--- src/rtl/abort_pkg.sv ---
package abort_pkg;
  localparam int NSRC    = 3;
  localparam int SIW     = $clog2(NSRC);
  localparam int SRC_MMU = 0;
  localparam int SRC_DBG = 1;
  localparam int SRC_EXT = 2;

  typedef enum logic [1:0] {
    ACC_FETCH  = 2'b00,
    ACC_DATA   = 2'b01,
    ACC_CMAINT = 2'b10,
    ACC_RSVD   = 2'b11
  } acc_e;
endpackage

--- src/rtl/abort_select.sv ---
module abort_select
  import abort_pkg::*;
#(
  parameter bit FETCH_SIDE = 1'b0
) (
  input  logic [NSRC-1:0]      vld_i,
  input  logic [NSRC-1:0][1:0] acc_i,
  output logic                 hit_o,
  output logic [SIW-1:0]       idx_o
);
  logic [NSRC-1:0] match;

  for (genvar g = 0; g < NSRC; g++) begin : g_match
    if (FETCH_SIDE) begin : g_f
      assign match[g] = vld_i[g] && (acc_i[g] == ACC_FETCH);
    end else begin : g_d
      assign match[g] = vld_i[g] && ((acc_i[g] == ACC_DATA) || (acc_i[g] == ACC_CMAINT));
    end
  end

  // lowest lane wins
  always_comb begin
    hit_o = |match;
    idx_o = '0;
    for (int i = NSRC - 1; i >= 0; i--) begin
      if (match[i]) idx_o = SIW'(i);
    end
  end
endmodule

--- src/rtl/abort_slot_tags.sv ---
module abort_slot_tags #(
  parameter  int NSLOT = 4,
  parameter  int AW    = 32,
  parameter  int SW    = 5,
  localparam int SLW   = $clog2(NSLOT)
) (
  input  logic           clk_i,
  input  logic           rst_ni,
  input  logic           flush_i,
  input  logic           wr_i,
  input  logic [SLW-1:0] wr_slot_i,
  input  logic           wr_hit_i,
  input  logic           wr_ext_i,
  input  logic           wr_ns_i,
  input  logic [AW-1:0]  wr_addr_i,
  input  logic [SW-1:0]  wr_stat_i,
  input  logic           clr_i,
  input  logic [SLW-1:0] clr_slot_i,
  input  logic [SLW-1:0] rd_slot_i,
  output logic           rd_vld_o,
  output logic           rd_ext_o,
  output logic           rd_ns_o,
  output logic [AW-1:0]  rd_addr_o,
  output logic [SW-1:0]  rd_stat_o
);
  logic [NSLOT-1:0]         vld_q;
  logic [NSLOT-1:0]         ext_q;
  logic [NSLOT-1:0]         ns_q;
  logic [NSLOT-1:0][AW-1:0] addr_q;
  logic [NSLOT-1:0][SW-1:0] stat_q;

  always_ff @(posedge clk_i or negedge rst_ni) begin
    if (!rst_ni) begin
      vld_q  <= '0;
      ext_q  <= '0;
      ns_q   <= '0;
      addr_q <= '0;
      stat_q <= '0;
    end else if (flush_i) begin
      vld_q <= '0;
    end else begin
      if (clr_i) vld_q[clr_slot_i] <= 1'b0;
      if (wr_i) begin
        vld_q[wr_slot_i]  <= wr_hit_i;
        ext_q[wr_slot_i]  <= wr_ext_i;
        ns_q[wr_slot_i]   <= wr_ns_i;
        addr_q[wr_slot_i] <= wr_addr_i;
        stat_q[wr_slot_i] <= wr_stat_i;
      end
    end
  end

  assign rd_vld_o  = vld_q[rd_slot_i];
  assign rd_ext_o  = ext_q[rd_slot_i];
  assign rd_ns_o   = ns_q[rd_slot_i];
  assign rd_addr_o = addr_q[rd_slot_i];
  assign rd_stat_o = stat_q[rd_slot_i];

  p_flush_clears_r3: assert property (@(posedge clk_i) disable iff (!rst_ni)
    flush_i |=> (vld_q == '0));

  p_tag_set_by_fetch_r1: assert property (@(posedge clk_i) disable iff (!rst_ni)
    (|(vld_q & ~$past(vld_q))) |-> $past(wr_i && wr_hit_i && !flush_i));
endmodule

--- src/rtl/abort_fault_regs.sv ---
module abort_fault_regs #(
  parameter int AW = 32,
  parameter int SW = 5
) (
  input  logic               clk_i,
  input  logic               rst_ni,
  input  logic               wr_dfsr_i,
  input  logic               wr_dfar_i,
  input  logic               wr_ifault_i,
  input  logic               bank_i,
  input  logic [SW-1:0]      stat_i,
  input  logic [AW-1:0]      addr_i,
  output logic [1:0][SW-1:0] dfsr_o,
  output logic [1:0][AW-1:0] dfar_o,
  output logic [1:0][SW-1:0] ifsr_o,
  output logic [1:0][AW-1:0] ifar_o
);
  for (genvar b = 0; b < 2; b++) begin : g_bank
    logic sel;
    assign sel = (bank_i == b[0]);

    always_ff @(posedge clk_i or negedge rst_ni) begin
      if (!rst_ni) begin
        dfsr_o[b] <= '0;
        dfar_o[b] <= '0;
        ifsr_o[b] <= '0;
        ifar_o[b] <= '0;
      end else if (sel) begin
        if (wr_dfsr_i) dfsr_o[b] <= stat_i;
        if (wr_dfar_i) dfar_o[b] <= addr_i;
        if (wr_ifault_i) begin
          ifsr_o[b] <= stat_i;
          ifar_o[b] <= addr_i;
        end
      end
    end
  end

  p_one_write_r8: assert property (@(posedge clk_i) disable iff (!rst_ni)
    $onehot0({wr_dfsr_i, wr_ifault_i}));

  p_dfar_with_dfsr_r4: assert property (@(posedge clk_i) disable iff (!rst_ni)
    wr_dfar_i |-> wr_dfsr_i);
endmodule

--- src/rtl/abort_router.sv ---
module abort_router
  import abort_pkg::*;
#(
  parameter  int NSLOT = 4,
  parameter  int AW    = 32,
  parameter  int SW    = 5,
  localparam int SLW   = $clog2(NSLOT)
) (
  input  logic                 clk_i,
  input  logic                 rst_ni,
  input  logic [NSRC-1:0]      src_vld_i,
  input  logic [NSRC-1:0][1:0] src_acc_i,
  input  logic [NSRC-1:0][AW-1:0] src_addr_i,
  input  logic [NSRC-1:0][SW-1:0] src_stat_i,
  input  logic [NSRC-1:0]      src_precise_i,
  input  logic [NSRC-1:0]      src_walk_i,
  input  logic                 fetch_vld_i,
  input  logic [SLW-1:0]       fetch_slot_i,
  input  logic                 exec_vld_i,
  input  logic [SLW-1:0]       exec_slot_i,
  input  logic                 flush_i,
  input  logic                 core_ns_i,
  input  logic                 trap_ext_i,
  input  logic                 imp_mask_i,
  output logic                 dabt_o,
  output logic                 pabt_o,
  output logic                 mon_o,
  output logic [1:0][SW-1:0]   dfsr_o,
  output logic [1:0][AW-1:0]   dfar_o,
  output logic [1:0][SW-1:0]   ifsr_o,
  output logic [1:0][AW-1:0]   ifar_o
);
  logic           d_hit, f_hit;
  logic [SIW-1:0] d_idx, f_idx;

  abort_select #(.FETCH_SIDE(1'b0)) u_sel_data (
    .vld_i(src_vld_i), .acc_i(src_acc_i), .hit_o(d_hit), .idx_o(d_idx)
  );
  abort_select #(.FETCH_SIDE(1'b1)) u_sel_fetch (
    .vld_i(src_vld_i), .acc_i(src_acc_i), .hit_o(f_hit), .idx_o(f_idx)
  );

  logic d_ext, d_walk, d_imp, f_ext;
  assign d_ext  = (d_idx == SIW'(SRC_EXT));
  assign d_walk = src_walk_i[d_idx];
  assign d_imp  = d_ext && !src_precise_i[d_idx] && !d_walk;
  assign f_ext  = (f_idx == SIW'(SRC_EXT));

  logic          t_vld, t_ext, t_ns;
  logic [AW-1:0] t_addr;
  logic [SW-1:0] t_stat;
  logic          take_pd, imp_arr, take_imp, take_pf;

  abort_slot_tags #(.NSLOT(NSLOT), .AW(AW), .SW(SW)) u_tags (
    .clk_i, .rst_ni, .flush_i,
    .wr_i(fetch_vld_i), .wr_slot_i(fetch_slot_i), .wr_hit_i(f_hit),
    .wr_ext_i(f_ext), .wr_ns_i(core_ns_i),
    .wr_addr_i(src_addr_i[f_idx]), .wr_stat_i(src_stat_i[f_idx]),
    .clr_i(take_pf), .clr_slot_i(exec_slot_i), .rd_slot_i(exec_slot_i),
    .rd_vld_o(t_vld), .rd_ext_o(t_ext), .rd_ns_o(t_ns),
    .rd_addr_o(t_addr), .rd_stat_o(t_stat)
  );

  // imprecise external data abort holding
  logic          imp_pend_q, imp_ns_q;
  logic [SW-1:0] imp_stat_q;

  assign take_pd  = d_hit && !d_imp;
  assign imp_arr  = d_hit && d_imp;
  assign take_imp = imp_pend_q && !imp_mask_i && !take_pd;
  assign take_pf  = exec_vld_i && t_vld && !take_pd && !take_imp;

  always_ff @(posedge clk_i or negedge rst_ni) begin
    if (!rst_ni) begin
      imp_pend_q <= 1'b0;
      imp_ns_q   <= 1'b0;
      imp_stat_q <= '0;
    end else if (imp_arr && (!imp_pend_q || take_imp)) begin
      imp_pend_q <= 1'b1;
      imp_ns_q   <= core_ns_i;
      imp_stat_q <= src_stat_i[d_idx];
    end else if (take_imp) begin
      imp_pend_q <= 1'b0;
    end
  end

  // routing and bank choice
  logic          bank, wr_dfsr, wr_dfar;
  logic [SW-1:0] w_stat;
  logic [AW-1:0] w_addr;
  logic          dabt_d, pabt_d, mon_d;

  always_comb begin
    wr_dfsr = take_pd || take_imp;
    wr_dfar = take_pd && (!d_ext || d_walk);
    if (take_pd) begin
      bank   = (d_ext && trap_ext_i) ? 1'b0 : core_ns_i;
      w_stat = src_stat_i[d_idx];
      w_addr = src_addr_i[d_idx];
    end else if (take_imp) begin
      bank   = trap_ext_i ? 1'b0 : imp_ns_q;
      w_stat = imp_stat_q;
      w_addr = '0;
    end else begin
      bank   = (t_ext && trap_ext_i) ? 1'b0 : t_ns;
      w_stat = t_stat;
      w_addr = t_addr;
    end
    mon_d  = (take_pd && d_ext && trap_ext_i) || (take_imp && trap_ext_i) ||
             (take_pf && t_ext && trap_ext_i);
    dabt_d = (take_pd && !(d_ext && trap_ext_i)) || (take_imp && !trap_ext_i);
    pabt_d = take_pf && !(t_ext && trap_ext_i);
  end

  always_ff @(posedge clk_i or negedge rst_ni) begin
    if (!rst_ni) begin
      dabt_o <= 1'b0;
      pabt_o <= 1'b0;
      mon_o  <= 1'b0;
    end else begin
      dabt_o <= dabt_d;
      pabt_o <= pabt_d;
      mon_o  <= mon_d;
    end
  end

  abort_fault_regs #(.AW(AW), .SW(SW)) u_regs (
    .clk_i, .rst_ni,
    .wr_dfsr_i(wr_dfsr), .wr_dfar_i(wr_dfar), .wr_ifault_i(take_pf),
    .bank_i(bank), .stat_i(w_stat), .addr_i(w_addr),
    .dfsr_o, .dfar_o, .ifsr_o, .ifar_o
  );

  p_one_exc_r8: assert property (@(posedge clk_i) disable iff (!rst_ni)
    $onehot0({dabt_o, pabt_o, mon_o}));

  p_far_kept_ext_r4: assert property (@(posedge clk_i) disable iff (!rst_ni)
    (d_hit && d_ext && !d_walk) |=> $stable(dfar_o));

  p_trap_secure_only_r6: assert property (@(posedge clk_i) disable iff (!rst_ni)
    mon_o |-> ($stable(dfsr_o[1]) && $stable(dfar_o[1]) &&
               $stable(ifsr_o[1]) && $stable(ifar_o[1])));

  p_pabt_on_exec_r2: assert property (@(posedge clk_i) disable iff (!rst_ni)
    pabt_o |-> $past(exec_vld_i));

  p_imp_held_r5: assert property (@(posedge clk_i) disable iff (!rst_ni)
    (imp_pend_q && imp_mask_i) |=> imp_pend_q);
endmodule

--- config.mk ---
export PLATFORM = sky130hd
export DESIGN_NAME = abort_router
export DESIGN_NICKNAME = d
export VERILOG_FILES = /design/src/rtl/abort_pkg.sv /design/src/rtl/abort_select.sv /design/src/rtl/abort_slot_tags.sv /design/src/rtl/abort_fault_regs.sv /design/src/rtl/abort_router.sv
export SDC_FILE = /design/constraint.sdc
export NUM_CORES = 1
export LEC_CHECK = 0
export BUFFER_PORTS_ARGS = -buffer_cell sky130_fd_sc_hd__clkbuf_2
export CORE_MARGIN = 10
export CORE_UTILIZATION = 35
export DETAILED_ROUTE_END_ITERATION = 6
export GPL_TIMING_DRIVEN = 0
export SKIP_CTS_REPAIR_TIMING = 1
export SYNTH_ARGS = -nofsm -noshare
export SYNTH_HDL_FRONTEND = slang
export SYNTH_SLANG_ARGS = --single-unit
--- constraint.sdc ---
create_clock -name clk_i -period 2.1 [get_ports clk_i]
set_input_delay 0 -clock clk_i [delete_from_list [all_inputs] [get_ports clk_i]]
set_output_delay 0 -clock clk_i [all_outputs]
set_load 0.1 [all_outputs]
==> flow_summary_export.csv, run 1 <==
group,metric,value,unit
setup_path,cp-end-kind,"flip-flop",
clock_network,htreeDepth,2,
final_layout,finalNetCount,1899,
clock_network,cts_tree,"built",
clock_network,numCtsBuffers,37,
logic_synthesis,synth_warnings,0,
grt,grt_pass1_vias,13205,
floorplanning,io_pins,289,
clock_network,clock-root-buffer,"clkbuf_16",
floorplanning,die_y,231,um
logic_synthesis,yosys_register_bits,318,
status,violations,"hold timing, setup timing",
drt,drc,0,
setup_path,crit_path_start_kind,"flip-flop",
worst_hold_path,hold_class,"in -> async",
logic_synthesis,syn_avg_cell_area,11.2,um2
logic_synthesis,synth-async-reset-ratio,100,%
sta,worst_pin_slew,1.01,ns
logic_synthesis,synth_edf_count,0,
logic_synthesis,syn_inst,1383,
power_and_ir_drop,leakage,9.40,nW
final_layout,area_growth,27.9,%
grt,overflow,0,
sta,finalHoldViolCount,45,
power_and_ir_drop,finalPower,25.3,mW
sta,period_minus_slack,2.10,ns
final_layout,diodes,0,
sta,setup_ws,-0.000240,ns
sta,drv_slew,0,
clock_network,clk_pin_slew,0.06,ns
floorplanning,rows,77,
logic_synthesis,synth_area,0.0156,mm2
power_and_ir_drop,cellPowerDensity,1270,mW/mm2
final_layout,drive_gt1_share,38.1,%
setup_path,critPathKind,"reg -> reg",
grt,grt_pass1_wl,82700,um
place,place_congestion,0.889,
drt,dr.pass1.iters,5,
final_layout,stdcell_count,2372,
grt,grt_busiest_layer,"met2",
drt,post_drt_wl_per_cell,24.3,um
sta,fin_crit_sh,100,%
clock_network,clk_latency,0.55,ns
final_layout,fillers,4128,
place,port_buffers,283,
setup_path,crit_fanout,7,
status,status,"finished, violations left",
drt,vias_per_cell,5.51,
setup_path,rr_startpoint,"u_tags.ns_q[3]",
power_and_ir_drop,vdd_drop_max,0.000848,V
grt,grt_util_met3,4.72,%
place,dp_cells,2262,
logic_synthesis,synth_cell_types,53,
drt,drtIter0Drc,1214,
logic_synthesis,synth_nets,1524,
grt,use_met2,33.2,%
flow_run,maxCapViolCount,0,
grt,gr-usage-met1,25.2,%
floorplanning,die_width,231,um
sta,timing.fmax,0.476,GHz
sta,slew_headroom,32.9,%
grt,antenna_found_initial,5,
floorplanning,die_area,0.0533,mm2
setup_path,startpoint,"u_tags.ns_q[3]",
drt,ant_nets,0,
grt,grt_max_degree,118,
grt,track_usage,20.2,%
sta,finalClockSkew,0.00746,ns
sta,setup_tns,-0.000240,ns
clock_network,clk_path_buf_depth,3,
sta,hold_ws,-0.0273,ns
floorplanning,core_area,0.0440,mm2
drt,via_count,13065,
sta,report.final.setup_viol,1,
logic_synthesis,seq_area_frac_synth,51.2,%
clock_network,cts_sinks,318,
drt,routed_wl,57700,um
sta,rsz0062_at_grt,"yes",
place,hpwl,41400,um
final_layout,final_area,0.0199,mm2
logic_synthesis,synth_ff_type,"dfrtp_1",
floorplanning,start_util,35.3,%
setup_path,critPathArrivalTime,2.52,ns
place,placed_cell_area,0.0179,mm2
setup_path,required,2.52,ns
[worst max-delay path, stage by stage (launching register included)]
cell,delay [ns]
dfrtp_1,0.38
mux4_2,0.48
a21boi_4,0.17
nor3_4,0.22
buf_12,0.23
clkbuf_16,0.19
mux2_4,0.30
[path summary, 6_finish.rpt]
kind	end	slack, ns	cells after the start
max	u_regs.ifar_o[22]	-0.0002	6
min	u_regs.ifsr_o[0]	-0.03	2
max reg2reg	u_regs.ifar_o[22]	-0.0002	6
min reg2reg	u_tags.ext_q[0]	0.48	2
max in group asynchronous	u_regs.dfar_o[47]	0.77	4
min in group clk_i	u_tags.ext_q[0]	-0.02	4
[cells by family after synthesis]
group | after synthesis | synth area share, %
muxes | 333 | 23.7
AOI/OAI and AO/OA | 308 | 13.1
adders and majority gates | 3 | 0.241
and+or+nand+nor | 300 | 8.52
buffers and inverters | 121 | 3.27
DFF | 318 | 51.2
[cells in the final DEF, fill, tap and decap left out, drive strengths merged, types with 2 or more instances in the layout]
cell type	n
clkbuf	398
dfrtp	318
mux2	249
nor2	119
nand2	103
o21ai	88
a21oi	84
mux2i	81
buf	70
and3	33
a211oi	33
o32a	32
o32ai	32
dlygate4sd3	23
inv	16
nor3	10
nand3	9
a2111oi	9
clkinv	8
nor2b	7
and2	6
a31oi	4
o211a	4
a2bb2oi	4
nand2b	4
o211ai	3
mux4	3
ha	3
nand4b	2
bufinv	2
or2	2
o31ai	2
a22oi	2
[cells in the mapped netlist (all sizes together), types with 4 or more instances]
master,n,area (um2)
and3,33,206
o32a,32,320
a211oi,33,248
mux2i,81,811
buf,41,209
nand2,103,389
o211a,4,40.0
inv,16,60.1
o32ai,32,280
a21oi,84,420
nand2b,4,25.0
o21ai,88,440
and2,6,37.5
dfrtp,318,7960
nor3,10,61.3
mux2,249,2800
nor2b,7,43.8
a2bb2oi,4,35.0
nor2,119,447
clkbuf,64,240
nand3,9,45.0
a2111oi,9,78.8
a31oi,4,25.0
[final cells by class]
cell class / instances / area [um2] / share of cell area, %
plain buffers: 102 / 601 / 3.02
clock buffers: 50 / 1050 / 5.30
clock inverters: 11 / 108 / 0.541
multi-input cells: 944 / 7260 / 36.5
well taps: 592 / 741 / 3.72
inverters: 16 / 60.1 / 0.302
repair buffers: 339 / 2120 / 10.6
flip-flops and latches: 318 / 7960 / 40.0
[where the power goes]
group / internal [mW] / total [mW] / switching [mW]
clock network: 3.74 / 6.33 / 2.58
registers: 7.67 / 8.49 / 0.825
logic: 2.44 / 10.5 / 8.03
total: 13.9 / 25.3 / 11.4
[registers in the layout (all words and copies together) (netlist names), 4 cells and up]
name	count
u_tags.ext_q	4
u_tags.vld_q	4
imp_stat_q	5
u_regs.dfsr_o	10
u_regs.ifsr_o	10
u_tags.addr_q	128
u_tags.ns_q	4
u_tags.stat_q	20
u_regs.dfar_o	64
u_regs.ifar_o	64
[metrics by stage]
stage | setup WS, ns | utilization [%]
global route | -0.0407 | 45.2
global placement | -5.70 | 40.3
floorplan | 0.0117 | -
detailed placement | -1.15 | 40.5
CTS | -1.00 | 43.2
finish | -0.000240 | 45.2
[per-layer routing]
metal	wire (um)	up-vias	share of wire [%]
met1	24000	6585	42
met5	34	-	0.059
met4	1800	6	3.1
met3	4290	103	7.4
li1	-	5804	-
met2	27600	567	48
Power figures use the tool's default switching activity.
==> inputs of run 2 (changes only) <==
--- a/config.mk
+++ b/config.mk
@@ -10,6 +10,7 @@
 export CORE_UTILIZATION = 35
 export DETAILED_ROUTE_END_ITERATION = 6
 export GPL_TIMING_DRIVEN = 0
+export REMOVE_ABC_BUFFERS = 1
 export SKIP_CTS_REPAIR_TIMING = 1
 export SYNTH_ARGS = -nofsm -noshare
 export SYNTH_HDL_FRONTEND = slang
==> flow_summary_export.csv, run 2 (synthesized netlist as in run 1, its figures left out) <==
group,metric,value,unit
status,status,"finished, violations left",
status,violations,"hold timing, setup timing",
floorplanning,die_y,231,um
setup_path,rrSetupSlack,-0.03,ns
final_layout,layout_commonest_cell,"dfrtp_1",
drt,dr.pass1.iters,6,
floorplanning,rows,77,
final_layout,stdcell_count,2317,
floorplanning,start_util,35.3,%
sta,hold_ws,-0.0173,ns
place,port_buffers,284,
sta,drv_slew,0,
final_layout,finalNetCount,1839,
clock_network,clk_path_buf_depth,3,
clock_network,cts_sinks,318,
final_layout,final_cell_mix,"dfrtp_1, clkbuf_2, mux2_2",
worst_hold_path,hold_class,"in -> reg",
setup_path,startpoint,"u_tags.ext_q[0]",
floorplanning,die_width,231,um
grt,use_met2,30.0,%
grt,track_usage,17.5,%
setup_path,required,2.53,ns
sta,period_minus_slack,2.13,ns
sta,timing.fmax,0.470,GHz
grt,grt_pass1_wl,74800,um
place,hpwl,34600,um
setup_path,slowest_delay,0.54,ns
place,dp_cells,2181,
clock_network,clock-root-buffer,"clkbuf_16",
setup_path,path_depth,9,
drt,ant_nets,0,
setup_path,crit_path_start_kind,"flip-flop",
setup_path,ff2ff_path_depth,9,
drt,post_drt_wl_per_cell,21.9,um
power_and_ir_drop,vdd_drop_max,0.000823,V
setup_path,critPathSlowestCell,"mux4_2",
worst_hold_path,hold_path_depth,4,
grt,antenna_found_initial,0,
power_and_ir_drop,finalPower,25.3,mW
setup_path,rr_startpoint,"u_tags.ext_q[0]",
sta,setup_tns,-0.116,ns
grt,gr-usage-met1,21.2,%
final_layout,top_regs,"u_tags.addr_q (128), u_regs.dfar_o (64), u_regs.ifar_o (64)",
setup_path,crit_fanout,12,
floorplanning,die_area,0.0533,mm2
clock_network,clk_pin_slew,0.06,ns
grt,overflow,0,
final_layout,largest_register,"u_tags.addr_q",
sta,slew_headroom,43.3,%
drt,drtIter0Drc,862,
flow_run,maxCapViolCount,0,
sta,worst_pin_slew,0.848,ns
power_and_ir_drop,leakage,9.38,nW
final_layout,drive_gt1_share,38.7,%
setup_path,critPathArrivalTime,2.56,ns
grt,grt_pass1_vias,13055,
grt,grt_max_degree,114,
sta,rsz0062_at_grt,"yes",
setup_path,cp_top_family,"buffers and inverters",
setup_path,timing.rr.end,"u_regs.ifar_o[52]",
drt,vias_per_cell,5.46,
final_layout,final_area,0.0199,mm2
place,place_congestion,0.788,
place,placed_cell_area,0.0179,mm2
setup_path,crit_end,"u_regs.ifar_o[52]",
drt,routed_wl,50800,um
clock_network,cts_tree,"built",
setup_path,cp-end-kind,"flip-flop",
grt,grt_busiest_layer,"met2",
sta,fin_crit_sh,101,%
sta,finalClockSkew,0.0159,ns
floorplanning,core_area,0.0440,mm2
final_layout,fillers,4054,
grt,grt_util_met3,4.68,%
sta,setup_ws,-0.0296,ns
final_layout,area_growth,28.2,%
clock_network,clk_latency,0.55,ns
setup_path,path_cells,"mux4_2, a21boi_4, o311ai_4, buf_6, buf_6, buf_12, clkbuf_16, nand2_2, o21ai_1",
setup_path,path_common_cell,"buf_6",
sta,report.final.setup_viol,12,
sta,finalHoldViolCount,12,
drt,via_count,12658,
clock_network,numCtsBuffers,39,
clock_network,htreeDepth,2,
place,place_ws,-2.11,ns
floorplanning,io_pins,289,
drt,drc,0,
setup_path,critPathKind,"reg -> reg",
power_and_ir_drop,cellPowerDensity,1270,mW/mm2
final_layout,largest_register_ffs,128,
setup_path,critPathBufInv,4,
## run 2: changes by cell type in the layout (fill, tap and decap cells not counted), moves of 7 or more
cell,change
dlygate4sd3_1,+7
mux2_4,-7
clkbuf_2,-22
buf_1,-10
buf_2,-15
clkbuf_1,-35
buf_12,+8
buf_4,+11
## run 2: area by class of cell
cell class	count	area, um2	area share [%]
diodes	1	2.50	0.0126
clock buffers	52	1050	5.29
clock inverters	15	148	0.740
inverters	16	60.1	0.301
multi-input cells	946	7330	36.8
flip-flops and latches	318	7960	39.9
well taps	592	741	3.71
repair buffers	377	2640	13.2
## run 2: worst min path at each step
stage,startpoint,end,slack [ns]
2_1_floorplan,rst_ni,dabt_o,-0.30
3_3_place_gp,trap_ext_i,pabt_o,0.29
3_5_place_dp,rst_ni,u_regs.dfar_o[13],0.15
4_1_cts,rst_ni,u_tags.ext_q[2],-0.44
5_1_grt,src_addr_i[90],u_regs.dfar_o[26],0.002
6_report,src_addr_i[90],u_regs.dfar_o[26],-0.02
## run 2: power by group
group	switching, mW	total (mW)	internal, mW
registers	0.795	8.46	7.67
clock network	2.65	6.44	3.79
logic	7.93	10.4	2.48
total	11.4	25.3	13.9
## run 2: through the flow
stage | hold WS, ns | utilization, %
3_5_place_dp | 0.155 | 40.6
3_3_place_gp | 0.287 | 39.2
5_1_grt | 0.00153 | 45.3
4_1_cts | -0.440 | 43.4
6_report | -0.0173 | 45.3
2_1_floorplan | -0.296 | -
## run 2: metal layers
layer | vias up | part of all wire (%)
met1 | 6364 | 41
met3 | 113 | 7.4
met4 | 0 | 2.9
li1 | 5683 | -
met5 | - | 0
met2 | 498 | 48
## run 2: worst min-delay path: stages
cell and delay [ns]:
clkbuf_2 0.09, nor2_1 0.13, o32a_1 0.17, o21ai_0 0.08
